[src/rtl/oneshot_pkg.sv]
package oneshot_pkg;

    typedef enum logic [1:0] {
        ST_HOLD   = 2'b00,
        ST_IDLE   = 2'b01,
        ST_ACTIVE = 2'b10
    } chan_state_e;

    localparam int unsigned SYNC_STAGES = 2;

endpackage

[src/rtl/oneshot_sync.sv]
module oneshot_sync #(
    parameter int unsigned STAGES  = 2,
    parameter logic        RST_VAL = 1'b0
) (
    input  logic clk,
    input  logic rst_n,
    input  logic d_i,
    output logic q_o
);

    logic [STAGES-1:0] chain;

    generate
        if (STAGES == 1) begin : g_single
            always_ff @(posedge clk or negedge rst_n) begin
                if (!rst_n) chain <= RST_VAL;
                else        chain <= d_i;
            end
        end else begin : g_multi
            always_ff @(posedge clk or negedge rst_n) begin
                if (!rst_n) chain <= {STAGES{RST_VAL}};
                else        chain <= {chain[STAGES-2:0], d_i};
            end
        end
    endgenerate

    assign q_o = chain[STAGES-1];

endmodule

[src/rtl/oneshot_trig.sv]
module oneshot_trig (
    input  logic clk,
    input  logic rst_n,
    input  logic fall_s_i,
    input  logic rise_s_i,
    input  logic clr_n_s_i,
    input  logic fire_i,
    output logic edge_hit_o,
    output logic clr_hit_o
);

    logic fall_d, rise_d, clr_d;
    logic armed;
    logic fall_edge, rise_edge;

    always_ff @(posedge clk or negedge rst_n) begin
        if (!rst_n) begin
            fall_d <= 1'b0;
            rise_d <= 1'b0;
            clr_d  <= 1'b0;
        end else begin
            fall_d <= fall_s_i;
            rise_d <= rise_s_i;
            clr_d  <= clr_n_s_i;
        end
    end

    // Each input qualifies the other.
    assign fall_edge = fall_d & ~fall_s_i & rise_s_i;
    assign rise_edge = ~rise_d & rise_s_i & ~fall_s_i;

    assign edge_hit_o = (fall_edge | rise_edge) & clr_n_s_i;
    assign clr_hit_o  = ~clr_d & clr_n_s_i & ~fall_s_i & rise_s_i & armed;

    // Arming flag: set while clear is inactive and the trigger pair is not
    // at its combined active level, dropped by every firing.
    always_ff @(posedge clk or negedge rst_n) begin
        if (!rst_n)                                 armed <= 1'b0;
        else if (fire_i)                            armed <= 1'b0;
        else if (clr_n_s_i & (fall_s_i | ~rise_s_i)) armed <= 1'b1;
    end

    AST_ARM_DROPS_ON_FIRE: assert property (@(posedge clk) disable iff (!rst_n)
        fire_i |=> !armed);

    AST_CLR_HIT_NEEDS_RELEASE: assert property (@(posedge clk) disable iff (!rst_n)
        clr_hit_o |-> (clr_n_s_i && !$past(clr_n_s_i)));

endmodule

[src/rtl/oneshot_chan.sv]
module oneshot_chan
    import oneshot_pkg::*;
#(
    parameter int unsigned WIDTH_W = 8
) (
    input  logic               clk,
    input  logic               rst_n,
    input  logic               fall_i,
    input  logic               rise_i,
    input  logic               clr_n_i,
    input  logic [WIDTH_W-1:0] width_i,
    output logic               q_o,
    output logic               q_n_o
);

    logic fall_s, rise_s, clr_n_s;
    logic edge_hit, clr_hit;
    logic fire;
    logic q_r, qn_r;
    logic [WIDTH_W-1:0] cnt;
    logic [WIDTH_W-1:0] len_m1;
    chan_state_e state, state_nx;

    oneshot_sync #(.STAGES(SYNC_STAGES), .RST_VAL(1'b0)) u_sync_fall (
        .clk(clk), .rst_n(rst_n), .d_i(fall_i), .q_o(fall_s));
    oneshot_sync #(.STAGES(SYNC_STAGES), .RST_VAL(1'b0)) u_sync_rise (
        .clk(clk), .rst_n(rst_n), .d_i(rise_i), .q_o(rise_s));
    oneshot_sync #(.STAGES(SYNC_STAGES), .RST_VAL(1'b0)) u_sync_clr (
        .clk(clk), .rst_n(rst_n), .d_i(clr_n_i), .q_o(clr_n_s));

    oneshot_trig u_trig (
        .clk       (clk),
        .rst_n     (rst_n),
        .fall_s_i  (fall_s),
        .rise_s_i  (rise_s),
        .clr_n_s_i (clr_n_s),
        .fire_i    (fire),
        .edge_hit_o(edge_hit),
        .clr_hit_o (clr_hit)
    );

    assign len_m1 = (width_i == '0) ? '0 : (width_i - WIDTH_W'(1));

    // State register
    always_ff @(posedge clk or negedge rst_n) begin
        if (!rst_n) state <= ST_HOLD;
        else        state <= state_nx;
    end

    // Next state
    always_comb begin
        state_nx = state;
        fire     = 1'b0;
        unique case (state)
            ST_HOLD: begin
                if (clr_hit) begin
                    state_nx = ST_ACTIVE;
                    fire     = 1'b1;
                end else if (clr_n_s) begin
                    state_nx = ST_IDLE;
                end
            end
            ST_IDLE: begin
                if (!clr_n_s) begin
                    state_nx = ST_HOLD;
                end else if (edge_hit) begin
                    state_nx = ST_ACTIVE;
                    fire     = 1'b1;
                end
            end
            ST_ACTIVE: begin
                if (!clr_n_s)        state_nx = ST_HOLD;
                else if (cnt == '0)  state_nx = ST_IDLE;
            end
            default: state_nx = ST_HOLD;
        endcase
    end

    // Cycle counter, width captured at the firing edge
    always_ff @(posedge clk or negedge rst_n) begin
        if (!rst_n)
            cnt <= '0;
        else if (fire)
            cnt <= len_m1;
        else if (state == ST_ACTIVE && state_nx == ST_ACTIVE)
            cnt <= cnt - WIDTH_W'(1);
    end

    // Outputs
    always_ff @(posedge clk or negedge rst_n) begin
        if (!rst_n) begin
            q_r  <= 1'b0;
            qn_r <= 1'b1;
        end else begin
            q_r  <= (state_nx == ST_ACTIVE);
            qn_r <= (state_nx != ST_ACTIVE);
        end
    end

    assign q_o   = q_r;
    assign q_n_o = qn_r;

    AST_OUT_COMPLEMENT: assert property (@(posedge clk) disable iff (!rst_n)
        q_r != qn_r);

    AST_CLEAR_FORCES_IDLE: assert property (@(posedge clk) disable iff (!rst_n)
        !clr_n_s |=> (!q_r && qn_r));

    AST_NO_RETRIGGER: assert property (@(posedge clk) disable iff (!rst_n)
        (state == ST_ACTIVE && clr_n_s && cnt != '0)
        |=> (state == ST_ACTIVE && cnt == ($past(cnt) - WIDTH_W'(1))));

    AST_FIRE_NEEDS_CLEAR_HIGH: assert property (@(posedge clk) disable iff (!rst_n)
        $rose(q_r) |-> $past(clr_n_s));

    AST_WIDTH_CAPTURE: assert property (@(posedge clk) disable iff (!rst_n)
        $rose(q_r) |-> (cnt == (($past(width_i) == '0) ? '0
                                : ($past(width_i) - WIDTH_W'(1)))));

endmodule

[src/rtl/dual_oneshot.sv]
module dual_oneshot #(
    parameter int unsigned NUM_CH  = 2,
    parameter int unsigned WIDTH_W = 8
) (
    input  logic                        clk,
    input  logic                        rst_n,
    input  logic [NUM_CH-1:0]           fall_trig_i,
    input  logic [NUM_CH-1:0]           rise_trig_i,
    input  logic [NUM_CH-1:0]           clear_n_i,
    input  logic [NUM_CH*WIDTH_W-1:0]   width_i,
    output logic [NUM_CH-1:0]           q_o,
    output logic [NUM_CH-1:0]           q_n_o
);

    generate
        for (genvar g = 0; g < NUM_CH; g++) begin : g_chan
            oneshot_chan #(.WIDTH_W(WIDTH_W)) u_chan (
                .clk    (clk),
                .rst_n  (rst_n),
                .fall_i (fall_trig_i[g]),
                .rise_i (rise_trig_i[g]),
                .clr_n_i(clear_n_i[g]),
                .width_i(width_i[g*WIDTH_W +: WIDTH_W]),
                .q_o    (q_o[g]),
                .q_n_o  (q_n_o[g])
            );
        end
    endgenerate

    AST_RESET_QUIET: assert property (@(posedge clk)
        !rst_n |=> (q_o == '0 && q_n_o == '1));

endmodule

[config.mk]
export PLATFORM = sky130hd
export DESIGN_NAME = dual_oneshot
export DESIGN_NICKNAME = d
export VERILOG_FILES = /design/src/rtl/oneshot_pkg.sv /design/src/rtl/oneshot_sync.sv /design/src/rtl/oneshot_trig.sv /design/src/rtl/oneshot_chan.sv /design/src/rtl/dual_oneshot.sv
export SDC_FILE = /design/constraint.sdc
export NUM_CORES = 1
export LEC_CHECK = 0
export CAP_MARGIN = 15
export CORE_AREA = 2 2 78 80
export DETAILED_ROUTE_END_ITERATION = 8
export DIE_AREA = 0 0 80 82
export GPL_TIMING_DRIVEN = 0
export MAX_ROUTING_LAYER = met4
export PLACE_DENSITY = 0.63
export SLEW_MARGIN = 5
export SYNTH_ARGS = -nofsm -noshare
export SYNTH_HDL_FRONTEND = slang
export SYNTH_SLANG_ARGS = --single-unit
[constraint.sdc]
create_clock -name clk -period 2.09 [get_ports clk]
set_input_delay 0.418 -clock clk [delete_from_list [all_inputs] [get_ports clk]]
set_output_delay 0.418 -clock clk [all_outputs]
set_load 0.05 [all_outputs]
======== After elaboration in Yosys (flattened, before gate mapping) ========
Index checks and enable logic that the tools add are counted.
storage, ports and cells
  memory bits (writable) .................. 0
  bits of input ports ..................... 24
  flip-flop bits (word level) ............. 44
  bits in latches ......................... 0
  output and inout port bits .............. 4
  ROM bits ................................ 0
  memories ................................ 0
operators by class
  mux-type cells .......................... 32
  divide/modulo/power cells ............... 0
  eq/ne operators ......................... 8
  add/sub/neg operators ................... 4
  bitwise operators ....................... 32
  multiply operators ...................... 0
  shift-type cells ........................ 0
  order comparisons ....................... 0
  reduce and logical (&&, ||, !) cells .... 12
operator list
  kind                   number
  $mux W8                6
  $logic_not A8 Y1       4
  $sub A8 B1 Y8 const B  4
  $mux W2                12
  $and A1 B1 Y1          20
  $pmux W2 S3            2
  $mux W1                10
  $eq A2 B2 Y1 const B   4
  $not A1 Y1             8
  $reduce_bool A2 Y1     4
  $eq A2 B1 Y1 const B   2
  $logic_not A2 Y1       2
  $ne A2 B2 Y1 const B   2
  $or A1 B1 Y1           4
  $pmux W1 S2            2
  $logic_and A1 B1 Y1    2

======== Longest topological paths before layout ========
  word-level depth ........................ 12
  gate-level depth with buffers ........... 7
  mapped depth without buffers ............ 7

======== Cells and area by module ========
A second synthesis with hierarchy kept.
unflattened totals
  cells, all modules ...................... 196
  area, all modules ....................... 2194.6 um^2
modules (own cells, without submodules)
  module        area an instance (um^2)  sequential area each (um^2)  times used  cells each
  oneshot_chan  774.5                    301.5                        2           80
  oneshot_trig  172.7                    100.1                        2           12
  oneshot_sync  50.0                     50.0                         6           2

======== Least setup slack after synthesis ========
OpenSTA, ideal clock, no wires.
  path type ............................... input to register
  start point ............................. in width_i[1]
  end point ............................... reg g_chan[0].u_chan.cnt[7]
  arrival ................................. 1.535 ns
  slack ................................... 0.430 ns
  library setup time ...................... 0.125 ns
  stages .................................. 5
  cell sequence ........................... or4_4 -> nor4_2 -> mux2_1 -> nand2_1 -> o21ai_1
between the ends
  longest elaborated chain between the ends .. 3
ends and longest elaborated chain
  item                                                      RTL line            text
  from (decl)                                               dual_oneshot.sv:10  input logic [NUM_CH*WIDTH_W-1:0] width_i,
  $sub A8 B1 Y8 / $logic_not A8 Y1 (equally long branches)  oneshot_chan.sv:42  assign len_m1 = (width_i == '0) ? '0 : (width_i - WIDTH_W'(1));
  $mux W8 (*)                                               oneshot_chan.sv:42
  $mux W8 (*)                                               oneshot_chan.sv:83  else if (fire)
  to (signal assigned)                                      oneshot_chan.sv:84  cnt <= len_m1;
  to (signal assigned)                                      oneshot_chan.sv:86  cnt <= cnt - WIDTH_W'(1);
  to (decl)                                                 oneshot_chan.sv:20  logic [WIDTH_W-1:0] cnt;
Every way passes the cells marked *; elsewhere a longest branch is shown, timed or not.
A chain may end at the register's enable or synchronous reset.

======== Worst setup path after layout ========
  start point ............................. reg g_chan[0].u_chan.q_r
  end point ............................... out q_o[0]
RTL lines
  item                    RTL line            text
  from (decl)             oneshot_chan.sv:19  logic q_r, qn_r;
  from (signal assigned)  oneshot_chan.sv:95  q_r <= (state_nx == ST_ACTIVE);
  to (decl)               dual_oneshot.sv:11  output logic [NUM_CH-1:0] q_o,
No word-level cell between the ends.

==> flow_metrics.tcl <==
set metrics [dict create \
    status "finished, final reports clean" \
    cts_root_buf "clkbuf_8" \
    fmax_ghz 0.515 \
    die_x_um 80 \
    seq_power_share 0.476 \
    syn_area_um2 2190 \
    rsz0062_at_grt "no" \
    ios 28 \
    arrival_ns 1.53 \
    cts.sinks 44 \
    grt_pass1_wl_um 6790 \
    initial_core_util 0.382 \
    postCtsSetupBuffers 0 \
    setup_viol 0 \
    fill_cells 544 \
    clk_pin_slew_worst_paths_ns 0.09 \
    relSlewSlack 0.619 \
    clkLatencyLatePin_ns 0.30 \
    grt_pass1_vias 1541 \
    whs_ns 0.354 \
    cts_made_buffers 5 \
    slew_viol_final 0 \
    synthArstFlopShare 1.00 \
    clockPowerShare 0.272 \
    antenna_found_initial 0 \
    detail_route.wl_per_cell_um 12.5 \
    yosys-top-cells-area "dfrtp_1 (48%), xnor2_1 (3.6%), nor2_1 (3.4%)" \
    place_congestion 0.776 \
    avgSynthCellArea_um2 10.8 \
    power.leakage_uw 0.00109 \
    min_period_ns 1.94 \
    tightest_slew_ns 0.567 \
    powerDensity_nw_per_um2 904 \
    pwr-share-comb 0.252 \
    finalHoldViolCount 0 \
    grt_max_degree 39 \
    period_share 0.930 \
    p_sw_uw 759 \
    crit_fanout 1 \
    cp-start-kind "register" \
    endpoint_kind "primary output" \
    intPower_uw 1680 \
    post-place-cells 306 \
    ys.flop_type "dfrtp_1" \
    via_per_inst 4.96 \
    clock_path_buffers 2 \
    drt-initial-drc-count 67 \
    synth-seq-cells 44 \
    synth_top_area_share 0.479 \
    worstSetupPathType "reg -> out" \
    syn-instance-count 203 \
    grt.total_usage 0.140 \
    die_h_um 82 \
    final_layout_size_suffix_gt1_frac 0.158 \
    cts_htree_levels 2 \
    syn_to_final_growth_pct 23.2 \
    yosys.area.top_type "dfrtp_1" \
    drv_cap 0 \
    synth_enable_flop_cells 0 \
    finalClockSkew_ns 0.00659 \
    wl_um 3940 \
    cp_data_required_time_ns 1.67 \
    fin_nets 267 \
    io_buffers 27 \
    final_cell_mix "dfrtp_1 (42), clkdlybuf4s50_1 (24), nor2_1 (20)" \
    cts_tree "done" \
    synth_nets 231 \
    yosysWarningCount 0 \
    dr.pass1.iters 4 \
    dieArea_um2 6560 \
    overflow 0 \
    synthDistinctLibCells 54 \
    peakVddDrop_mv 0.408 \
    layout_commonest_cell "dfrtp_1" \
    diodes 0 \
    route.detailed.drc 0 \
    hold_path_class "reg -> reg" \
    sw_frac_of_total 0.311 \
    dr_total_vias 1561 \
    synth-seq-area-share 0.503 \
    instances_no_fill 315 \
    rows 28 \
    antenna_left 0 \
    dpl.hpwl_um 2870 \
    core_area_um2 5750 \
]
through the flow:
stage | utilization | instance area [um2] | power, uW | setup slack (ns) | setup TNS (ns)
finish | 0.470 | 2700 | 2440 | 0.147 | 0
global route | 0.470 | 2700 | 2610 | 0.0719 | 0
CTS | 0.469 | 2700 | 2470 | 0.132 | 0
detailed placement | 0.448 | 2570 | 1790 | -0.170 | -0.799
global placement | 0.445 | 2560 | 1770 | -0.522 | -22.84
floorplan | - | 2190 | 1600 | 0.430 | 0
Yosys cell counts, types with 2 or more instances:
cell type / instances
a21oi_1: 7
mux2i_1: 6
dfrtp_1: 42
ha_1: 4
nor2b_1: 4
o22ai_1: 6
o21ai_1: 2
inv_1: 12
buf_4: 4
nand2b_1: 3
buf_2: 3
nand3b_1: 3
nor3b_2: 2
nor3_1: 7
dfstp_2: 2
nand2_1: 9
nor2_1: 20
xor2_1: 8
nand3_1: 5
o21ai_0: 2
or2_2: 3
nor4b_2: 2
xnor2_1: 9
a21o_2: 2
nand4_1: 2
a2bb2oi_1: 2
o21a_1: 2
a31oi_1: 3
o31ai_1: 2
state kept, by name, summed over array words and instances, names as in the netlist:
signal	cells
g_chan.u_chan.cnt	16
g_chan.u_chan.q_n_o	2
g_chan.u_chan.q_o	2
g_chan.u_chan.state	4
g_chan.u_chan.u_sync_clr.chain	4
g_chan.u_chan.u_sync_fall.chain	4
g_chan.u_chan.u_sync_rise.chain	4
g_chan.u_chan.u_trig.armed	2
g_chan.u_chan.u_trig.clr_d	2
g_chan.u_chan.u_trig.fall_d	2
g_chan.u_chan.u_trig.rise_d	2
logic make-up (layout without fill, tap and decap cells):
logic type / count (synthesis) / in the layout / share of synthesized area
AOI/OAI and AO/OA: 36 / 36 / 0.116
xor gates and xnor gates: 17 / 17 / 0.0679
adders and majority gates: 4 / 4 / 0.0228
buffers and inverters: 19 / 56 / 0.0411
DFF: 44 / 44 / 0.503
muxes: 8 / 8 / 0.0377
and+or+nand+nor: 75 / 75 / 0.211
metal layers:
layer | vias to the layer above | GRT usage | share of wire
met1 | 742 | 0.152 | 0.45
met5 | - | - | 0
li1 | 791 | - | -
met4 | 0 | 0.0508 | 0.017
met2 | 21 | 0.245 | 0.50
met3 | 7 | 0.0396 | 0.036
worst max-delay path: stages, from the launching register on:
cell             delay, ns
dfrtp_1               0.35
buf_4                 0.10
clkdlybuf4s50_1       0.78
worst paths after layout:
kind	depth (start not counted)	startpoint	slack [ns]	to
worst max-delay path	2	g_chan[0].u_chan.q_o	0.15	q_o[0]
worst min register to register	0	g_chan[0].u_chan.u_sync_fall.chain[0]	0.35	g_chan[0].u_chan.u_sync_fall.chain[1]
worst max register to register	7	g_chan[0].u_chan.cnt[0]	0.23	g_chan[0].u_chan.cnt[2]
worst min-delay path	0	g_chan[0].u_chan.u_sync_fall.chain[0]	0.35	g_chan[0].u_chan.u_sync_fall.chain[1]
max in group asynchronous	3	rst_n	1.09	g_chan[0].u_chan.q_n_o
min in group asynchronous	2	rst_n	0.48	g_chan[1].u_chan.cnt[6]
power groups by stage:
stage / combinational [uW] / sequential [uW] / clock [uW]
floorplan: 455 / 1140 / 0
global placement: 598 / 1170 / 0
detailed placement: 612 / 1180 / 0
CTS: 620 / 1160 / 689
global route: 695 / 1190 / 721
finish: 616 / 1160 / 664
cell type report:
| type | count | area (um2) | share of cell area |
|---|---|---|---|
| well taps | 75 | 93.8 | 0.0347 |
| plain buffers | 7 | 45.0 | 0.0167 |
| flip-flops and latches | 44 | 1100 | 0.409 |
| inverters | 12 | 45.0 | 0.0167 |
| clock inverters | 3 | 47.5 | 0.0176 |
| repair buffers | 29 | 293 | 0.108 |
| multi-input cells | 140 | 1000 | 0.372 |
| clock buffers | 5 | 68.8 | 0.0255 |
repair_timing:
item                                    4_1_cts  5_1_grt
hold buffers                                  1        0
gates resized for setup                       2        1
endpoints found under the setup margin        2        1
hold endpoints to repair                      5        0
Power figures use the tool's default switching activity.
